===== config.mk =====
export PLATFORM = sky130hd
export DESIGN_NAME = stack_ptr_unit
export DESIGN_NICKNAME = d
export VERILOG_FILES = /design/src/rtl/stack_pkg.sv /design/src/rtl/sp_reg.sv /design/src/rtl/sp_seq.sv /design/src/rtl/sp_addr.sv /design/src/rtl/stack_ptr_unit.sv
export SDC_FILE = /design/constraint.sdc
export NUM_CORES = 1
export LEC_CHECK = 0
export CORE_MARGIN = 5
export CORE_UTILIZATION = 51
export CTS_CLUSTER_SIZE = 8
export DETAILED_ROUTE_END_ITERATION = 8
export PLACE_DENSITY_LB_ADDON = 0.12
export SETUP_SLACK_MARGIN = 0.3
export SYNTH_ARGS = -nofsm -noshare
export SYNTH_HDL_FRONTEND = slang
export SYNTH_SLANG_ARGS = --single-unit

===== constraint.sdc =====
create_clock -name clk -period 2.67 [get_ports clk]
set_input_delay 0.6675 -clock clk [delete_from_list [all_inputs] [get_ports clk]]
set_output_delay 0.6675 -clock clk [all_outputs]
set_load 0.01 [all_outputs]

===== src/rtl/stack_pkg.sv =====
package stack_pkg;

   typedef enum logic [1:0] {
      SQ_IDLE = 2'd0,
      SQ_CALL = 2'd1,
      SQ_RET  = 2'd2
   } seq_state_t;

   localparam int unsigned BYTE_W = 8;

endpackage


===== src/rtl/sp_reg.sv =====
module sp_reg #(
   parameter int unsigned ADDR_W   = 16,
   parameter logic [ADDR_W-1:0] RESET_SP = 16'h20FF,
   parameter int unsigned HSEL_W   = 1
) (
   input  logic              clk,
   input  logic              rst_n,
   input  logic              io_wr,
   input  logic [HSEL_W-1:0] io_sel,
   input  logic [7:0]        io_wdata,
   input  logic              step_en,
   input  logic              step_dn,
   output logic [ADDR_W-1:0] sp,
   output logic [7:0]        io_rdata
);
   localparam int unsigned NUM_HALVES = ADDR_W / 8;

   logic [ADDR_W-1:0] sp_q;
   logic [ADDR_W-1:0] stepped;

   assign stepped = step_dn ? (sp_q - ADDR_W'(1)) : (sp_q + ADDR_W'(1));
   assign sp      = sp_q;

   for (genvar g = 0; g < NUM_HALVES; g++) begin : g_lane
      always_ff @(posedge clk) begin
         if (!rst_n) begin
            sp_q[g*8 +: 8] <= RESET_SP[g*8 +: 8];
         end else if (io_wr) begin
            if (io_sel == HSEL_W'(g)) begin
               sp_q[g*8 +: 8] <= io_wdata;
            end
         end else if (step_en) begin
            sp_q[g*8 +: 8] <= stepped[g*8 +: 8];
         end
      end
   end

   always_comb begin
      io_rdata = '0;
      for (int i = 0; i < NUM_HALVES; i++) begin
         if (io_sel == HSEL_W'(i)) begin
            io_rdata = sp_q[i*8 +: 8];
         end
      end
   end

   assert_step_down_R2: assert property (@(posedge clk) disable iff (!rst_n)
      (step_en && step_dn && !io_wr) |=> (sp_q == $past(sp_q) - ADDR_W'(1)));

   assert_step_up_R3: assert property (@(posedge clk) disable iff (!rst_n)
      (step_en && !step_dn && !io_wr) |=> (sp_q == $past(sp_q) + ADDR_W'(1)));

   assert_hold_R7: assert property (@(posedge clk) disable iff (!rst_n)
      (!step_en && !io_wr) |=> $stable(sp_q));

endmodule


===== src/rtl/sp_seq.sv =====
module sp_seq
   import stack_pkg::*;
#(
   parameter int unsigned RET_BYTES = 3,
   parameter int unsigned IDX_W     = 2
) (
   input  logic                   clk,
   input  logic                   rst_n,
   input  logic                   io_wr,
   input  logic                   call_req,
   input  logic                   ret_req,
   input  logic                   push_req,
   input  logic                   pop_req,
   input  logic [7:0]             push_data,
   input  logic [RET_BYTES*8-1:0] ret_addr,
   output logic                   wr_en,
   output logic                   rd_en,
   output logic [IDX_W-1:0]       byte_idx,
   output logic [7:0]             wdata,
   output logic                   step_en,
   output logic                   step_dn,
   output logic                   busy
);
   localparam logic [IDX_W-1:0] LAST = IDX_W'(RET_BYTES - 1);

   seq_state_t             st_q, st_d;
   logic [IDX_W-1:0]       idx_q, idx_d;
   logic [RET_BYTES*8-1:0] ret_q;
   logic                   latch_ret;
   logic [7:0]             held_byte;

   always_comb begin
      held_byte = '0;
      for (int i = 0; i < RET_BYTES; i++) begin
         if (idx_q == IDX_W'(i)) begin
            held_byte = ret_q[i*8 +: 8];
         end
      end
   end

   always_comb begin
      st_d      = st_q;
      idx_d     = idx_q;
      wr_en     = 1'b0;
      rd_en     = 1'b0;
      byte_idx  = '0;
      wdata     = '0;
      step_en   = 1'b0;
      step_dn   = 1'b0;
      latch_ret = 1'b0;
      unique case (st_q)
         SQ_IDLE: begin
            if (!io_wr) begin
               if (call_req) begin
                  wr_en     = 1'b1;
                  wdata     = ret_addr[7:0];
                  step_en   = 1'b1;
                  step_dn   = 1'b1;
                  latch_ret = 1'b1;
                  st_d      = SQ_CALL;
                  idx_d     = IDX_W'(1);
               end else if (ret_req) begin
                  rd_en     = 1'b1;
                  byte_idx  = LAST;
                  step_en   = 1'b1;
                  st_d      = SQ_RET;
                  idx_d     = LAST - IDX_W'(1);
               end else if (push_req) begin
                  wr_en     = 1'b1;
                  wdata     = push_data;
                  step_en   = 1'b1;
                  step_dn   = 1'b1;
               end else if (pop_req) begin
                  rd_en     = 1'b1;
                  step_en   = 1'b1;
               end
            end
         end
         SQ_CALL: begin
            wr_en    = 1'b1;
            byte_idx = idx_q;
            wdata    = held_byte;
            step_en  = 1'b1;
            step_dn  = 1'b1;
            if (idx_q == LAST) begin
               st_d = SQ_IDLE;
            end else begin
               idx_d = idx_q + IDX_W'(1);
            end
         end
         SQ_RET: begin
            rd_en    = 1'b1;
            byte_idx = idx_q;
            step_en  = 1'b1;
            if (idx_q == '0) begin
               st_d = SQ_IDLE;
            end else begin
               idx_d = idx_q - IDX_W'(1);
            end
         end
         default: st_d = SQ_IDLE;
      endcase
   end

   always_ff @(posedge clk) begin
      if (!rst_n) begin
         st_q  <= SQ_IDLE;
         idx_q <= '0;
         ret_q <= '0;
      end else begin
         st_q  <= st_d;
         idx_q <= idx_d;
         if (latch_ret) begin
            ret_q <= ret_addr;
         end
      end
   end

   assign busy = (st_q != SQ_IDLE);

   assert_busy_end_R6: assert property (@(posedge clk) disable iff (!rst_n)
      (busy && (wr_en || rd_en) && ((wr_en && byte_idx == LAST) || (rd_en && byte_idx == '0)))
      |=> !busy);

   assert_call_order_R4: assert property (@(posedge clk) disable iff (!rst_n)
      (busy && wr_en) |-> (byte_idx == $past(byte_idx) + IDX_W'(1)));

   assert_ret_order_R5: assert property (@(posedge clk) disable iff (!rst_n)
      (busy && rd_en) |-> (byte_idx == $past(byte_idx) - IDX_W'(1)));

endmodule


===== src/rtl/sp_addr.sv =====
module sp_addr #(
   parameter int unsigned       ADDR_W    = 16,
   parameter logic [ADDR_W-1:0] LOW_LIMIT = 16'h0100
) (
   input  logic [ADDR_W-1:0] sp,
   input  logic              wr_en,
   input  logic              rd_en,
   input  logic [7:0]        wdata,
   output logic [ADDR_W-1:0] mem_addr,
   output logic              mem_we,
   output logic              mem_re,
   output logic [7:0]        mem_wdata,
   output logic              sp_low
);
   assign mem_addr  = rd_en ? (sp + ADDR_W'(1)) : sp;
   assign mem_we    = wr_en;
   assign mem_re    = rd_en;
   assign mem_wdata = wr_en ? wdata : 8'h00;
   assign sp_low    = (sp <= LOW_LIMIT);

endmodule


===== src/rtl/stack_ptr_unit.sv =====
module stack_ptr_unit #(
   parameter int unsigned       ADDR_W    = 16,
   parameter int unsigned       RET_BYTES = 3,
   parameter logic [ADDR_W-1:0] RESET_SP  = 16'h20FF,
   parameter logic [ADDR_W-1:0] LOW_LIMIT = 16'h0100,
   localparam int unsigned      HSEL_W    = (ADDR_W > 8) ? $clog2(ADDR_W / 8) : 1,
   localparam int unsigned      IDX_W     = (RET_BYTES > 1) ? $clog2(RET_BYTES) : 1
) (
   input  logic                   clk,
   input  logic                   rst_n,
   input  logic                   push_req,
   input  logic                   pop_req,
   input  logic                   call_req,
   input  logic                   ret_req,
   input  logic [7:0]             push_data,
   input  logic [RET_BYTES*8-1:0] ret_addr,
   input  logic                   io_wr,
   input  logic [HSEL_W-1:0]      io_sel,
   input  logic [7:0]             io_wdata,
   output logic [7:0]             io_rdata,
   output logic [ADDR_W-1:0]      mem_addr,
   output logic                   mem_we,
   output logic                   mem_re,
   output logic [7:0]             mem_wdata,
   output logic [IDX_W-1:0]       byte_idx,
   output logic                   busy,
   output logic                   sp_low
);
   if ((ADDR_W % 8) != 0 || ADDR_W < 16) begin : g_bad_width
      $error("stack_ptr_unit: ADDR_W must be a multiple of 8 and at least 16");
   end
   if (RET_BYTES < 2) begin : g_bad_ret
      $error("stack_ptr_unit: RET_BYTES must be at least 2");
   end
   if ((1 << HSEL_W) != (ADDR_W / 8)) begin : g_bad_halves
      $error("stack_ptr_unit: ADDR_W/8 must be a power of two");
   end

   logic [ADDR_W-1:0] sp;
   logic              wr_en, rd_en, step_en, step_dn;
   logic [7:0]        seq_wdata;

   sp_reg #(
      .ADDR_W   (ADDR_W),
      .RESET_SP (RESET_SP),
      .HSEL_W   (HSEL_W)
   ) i_reg (
      .clk      (clk),
      .rst_n    (rst_n),
      .io_wr    (io_wr),
      .io_sel   (io_sel),
      .io_wdata (io_wdata),
      .step_en  (step_en),
      .step_dn  (step_dn),
      .sp       (sp),
      .io_rdata (io_rdata)
   );

   sp_seq #(
      .RET_BYTES (RET_BYTES),
      .IDX_W     (IDX_W)
   ) i_seq (
      .clk       (clk),
      .rst_n     (rst_n),
      .io_wr     (io_wr),
      .call_req  (call_req),
      .ret_req   (ret_req),
      .push_req  (push_req),
      .pop_req   (pop_req),
      .push_data (push_data),
      .ret_addr  (ret_addr),
      .wr_en     (wr_en),
      .rd_en     (rd_en),
      .byte_idx  (byte_idx),
      .wdata     (seq_wdata),
      .step_en   (step_en),
      .step_dn   (step_dn),
      .busy      (busy)
   );

   sp_addr #(
      .ADDR_W    (ADDR_W),
      .LOW_LIMIT (LOW_LIMIT)
   ) i_addr (
      .sp        (sp),
      .wr_en     (wr_en),
      .rd_en     (rd_en),
      .wdata     (seq_wdata),
      .mem_addr  (mem_addr),
      .mem_we    (mem_we),
      .mem_re    (mem_re),
      .mem_wdata (mem_wdata),
      .sp_low    (sp_low)
   );

   assert_excl_strobe_R11: assert property (@(posedge clk) disable iff (!rst_n)
      !(mem_we && mem_re));

   assert_io_priority_R8: assert property (@(posedge clk) disable iff (!rst_n)
      (!busy && io_wr) |-> !(mem_we || mem_re));

endmodule


==> results.md <==
- 2.77 ns — shortest period the worst path allows
- reg -> reg — class of the most critical hold timing path
- 0 — maxcap violations
- nand2_1 (81), buf_4 (69), clkdlybuf4s50_1 (42) — commonest cells after routing, fill and taps aside
- 19.8 mm — first-pass GRT wire length
- 0.34 ns — delay contributed by the slowest stage of the critical path
- 4 — CP bufs+invs
- 5 — Inserted Clock Buffers
- 104% — crit share post-route
- 0.987 — placer congestion estimate
- 85 — buffers added on ports
- 30 — number of core rows
- 478 — initial detailed-routing violation count
- 2.10 ns — Arrival @ worst endpoint
- 0.31 ns — register-to-register path setup slack
- 0 — number of synthesized flops with an enable pin
- 94.2 um — horizontal die dimension
- 0 — antenna-violating nets left
- 7.48 um2 — Post-Synthesis Mean Instance Area
- 2 — number of buffers on the longest clock path
- 0.10 ns — Reg clk slew, reported paths
- 33 — maximum number of pins on one net before global-route repair
- 13.5 mm — Final Routed Wirelength
- 0.343 mV — worst voltage drop across the vdd grid
- 484 — number of instances in the synthesized netlist
- 65 — Yosys cell types
- 0 — global-route congestion overflow total
- inv_2 > ha_4 > nand2b_4 > o31a_1 > buf_6 > buf_16 > nor4_4 > xnor2_1 > buf_2 — critical path cell sequence
- 543 — syn_nets
- 3973 — number of global-route vias before repair
- 0 — DRC Markers
- 0.468 ns — Hold WS
- 28.2% — aggregate global-route resource usage
- 18.7 um — WL/cell
- 2.00 ns — Required @ worst endpoint
- -0.0956 ns — PnR worst setup slack
- 362 MHz — f_max
- clkbuf_8 — CTS Root Buffer Type
- 6 — Critical Path Fanout Max
- 0.562 ns — transition time at the pin with the least slew margin
- 0 — Max Transition Viols Final
- dfxtp_2 — cell with the largest stage delay on the worst path
- 82.1% — share of the core filled with cells in the final layout
- 451 — final-layout fill cell count
- 86 — top-level port count
- buffers and inverters — CP top delay family
- 0% — share of async-settable or async-resettable flops after synthesis
- built — TritonCTS clock tree
- 3620 um2 — total standard cell area after synthesis
- setup timing — failing checks
- 2 — number of H-tree branching levels
- 6 — setup violation total in the final timing report
- 24 — flip-flop count of the largest register after layout
- 62.4% — Max transition margin
- 8.96 mm — detailed placer's ending HPWL
- 0.00925 ns — final clock skew
- flip-flop — type of origin of the critical path
- 0.31 ns — Worst-Skew Late Latency
- 0.00234 uW — static leakage
- 0 — diode count
- 44 — number of synthesized register bits
- 53.0% — Starting Density
- 572 nW/um2 — power per cell area
- 35.4% — fraction of layout cells with a size suffix above 1
- 4384 — vias after detailed routing
- primary output — kind of capture point of the worst setup path
- finished with violations — run status
- 54.9% — area growth from synthesis to layout
- 8880 um2 — die area
- 6830 um2 — area of the core
- 0 — total of hold buffers inserted after clock tree synthesis
- 0 — number of antenna violations at the first check in global routing
- 94.2 um — height of the chip
- yes — RSZ-0062 raised after global routing
- reg -> out — Crit Path Class
- 6 — detailed-router iteration count before antenna repair
- 0 — number of failing hold endpoints at the final stage
- 3200 uW — sum of internal, switching and leakage power
- 24.3% — Seq/Total Area, Yosys
- 6.06 — number of vias per cell after detailed routing
- 44 — CTS Sinks
- dfxtp_1 — Synth Flop Type
- 0 — Synth warnings
- nand2_1 — most common cell after layout, fill and taps aside
- 685 — net count of the finished layout
-- tightest hold or removal path, delay by kind of cell (launching register included) --
| family | cells | cell delay, ns |
|---|---|---|
| flops | 1 | 0.32 |
| compound gates | 1 | 0.06 |
| simple gates | 1 | 0.05 |
-- where the power goes --
group	switching, uW	total (uW)	internal, uW
sequential	80.6	813	732
clock	271	553	282
combinational	970	1840	868
-- routing by layer --
metal	global-route usage (%)	wire, um	up-vias	share of wire [%]
met5	0	0	-	0
met4	7.58	215	0	1.6
met3	4.49	1190	40	8.8
met2	45.6	6590	263	49
met1	38.7	5510	2108	41
li1	-	-	1973	-
-- cell type report --
cell class | count | area, um2 | area share [%]
clock buffers | 5 | 68.8 | 1.23
multi-input cells | 383 | 2890 | 51.5
well taps | 96 | 120 | 2.14
clock inverters | 3 | 46.3 | 0.826
flip-flops and latches | 44 | 897 | 16.0
inverters | 18 | 77.6 | 1.38
repair buffers | 174 | 1510 | 26.9
-- synth_stat cells, types with 4 or more instances --
cell type / instances / area [um2]
buf_6: 4 / 45.0
nand4_1: 10 / 62.6
clkbuf_1: 21 / 78.8
xnor2_1: 8 / 70.1
buf_2: 11 / 55.1
dfxtp_1: 44 / 881
o21ai_0: 24 / 120
o2bb2ai_1: 8 / 70.1
nand3_1: 14 / 70.1
mux2_2: 6 / 67.6
ha_1: 11 / 138
inv_1: 17 / 63.8
nor2_1: 37 / 139
nor3_2: 4 / 40.0
nand2b_1: 7 / 43.8
a21oi_1: 19 / 95.1
nand2_1: 88 / 330
xor2_1: 12 / 105
nor2b_1: 10 / 62.6
and2_1: 4 / 25.0
nor3_1: 13 / 65.1
mux2i_1: 22 / 220
a21boi_0: 27 / 203
and3_1: 5 / 31.3
-- per-stage QoR --
stage	instance area [um2]	setup slack (ns)	setup TNS (ns)	instances
2_1_floorplan	3650	0.273	0	484
3_3_place_gp	4960	-0.695	-15.37	694
3_5_place_dp	4960	-0.734	-16.42	694
4_1_cts	5300	0.000939	0	713
5_1_grt	5610	-0.136	-0.854	723
6_report	5610	-0.0956	-0.203	723
-- path summary, 6_finish.rpt --
kind / start / endpoint / cells after the start
min: i_seq.ret_q[5]$_SDFFE_PN0P_ / i_seq.ret_q[5]$_SDFFE_PN0P_ / 2
max: i_seq.st_q[1]$_SDFFE_PN0P_ / mem_addr[14] / 9
min reg2reg: i_seq.ret_q[5]$_SDFFE_PN0P_ / i_seq.ret_q[5]$_SDFFE_PN0P_ / 2
max reg2reg: i_seq.st_q[1]$_SDFFE_PN0P_ / i_reg.sp[7]$_SDFFE_PN1P_ / 12
-- cells by family after synthesis --
logic type,synth area share [%]
and+or+nand+nor,28.7
AOI/OAI and AO/OA,22.5
buffers and inverters,7.40
DFF,24.3
muxes,8.37
xor gates and xnor gates,4.84
adders and majority gates,3.80
-- repair_timing --
item	CTS	global route
buffers inserted	10	10
resized for setup	211	67
gates cloned	1	0
setup endpoints to repair	44	32
pin swaps	25	26
(Power assumes the default switching activity.)
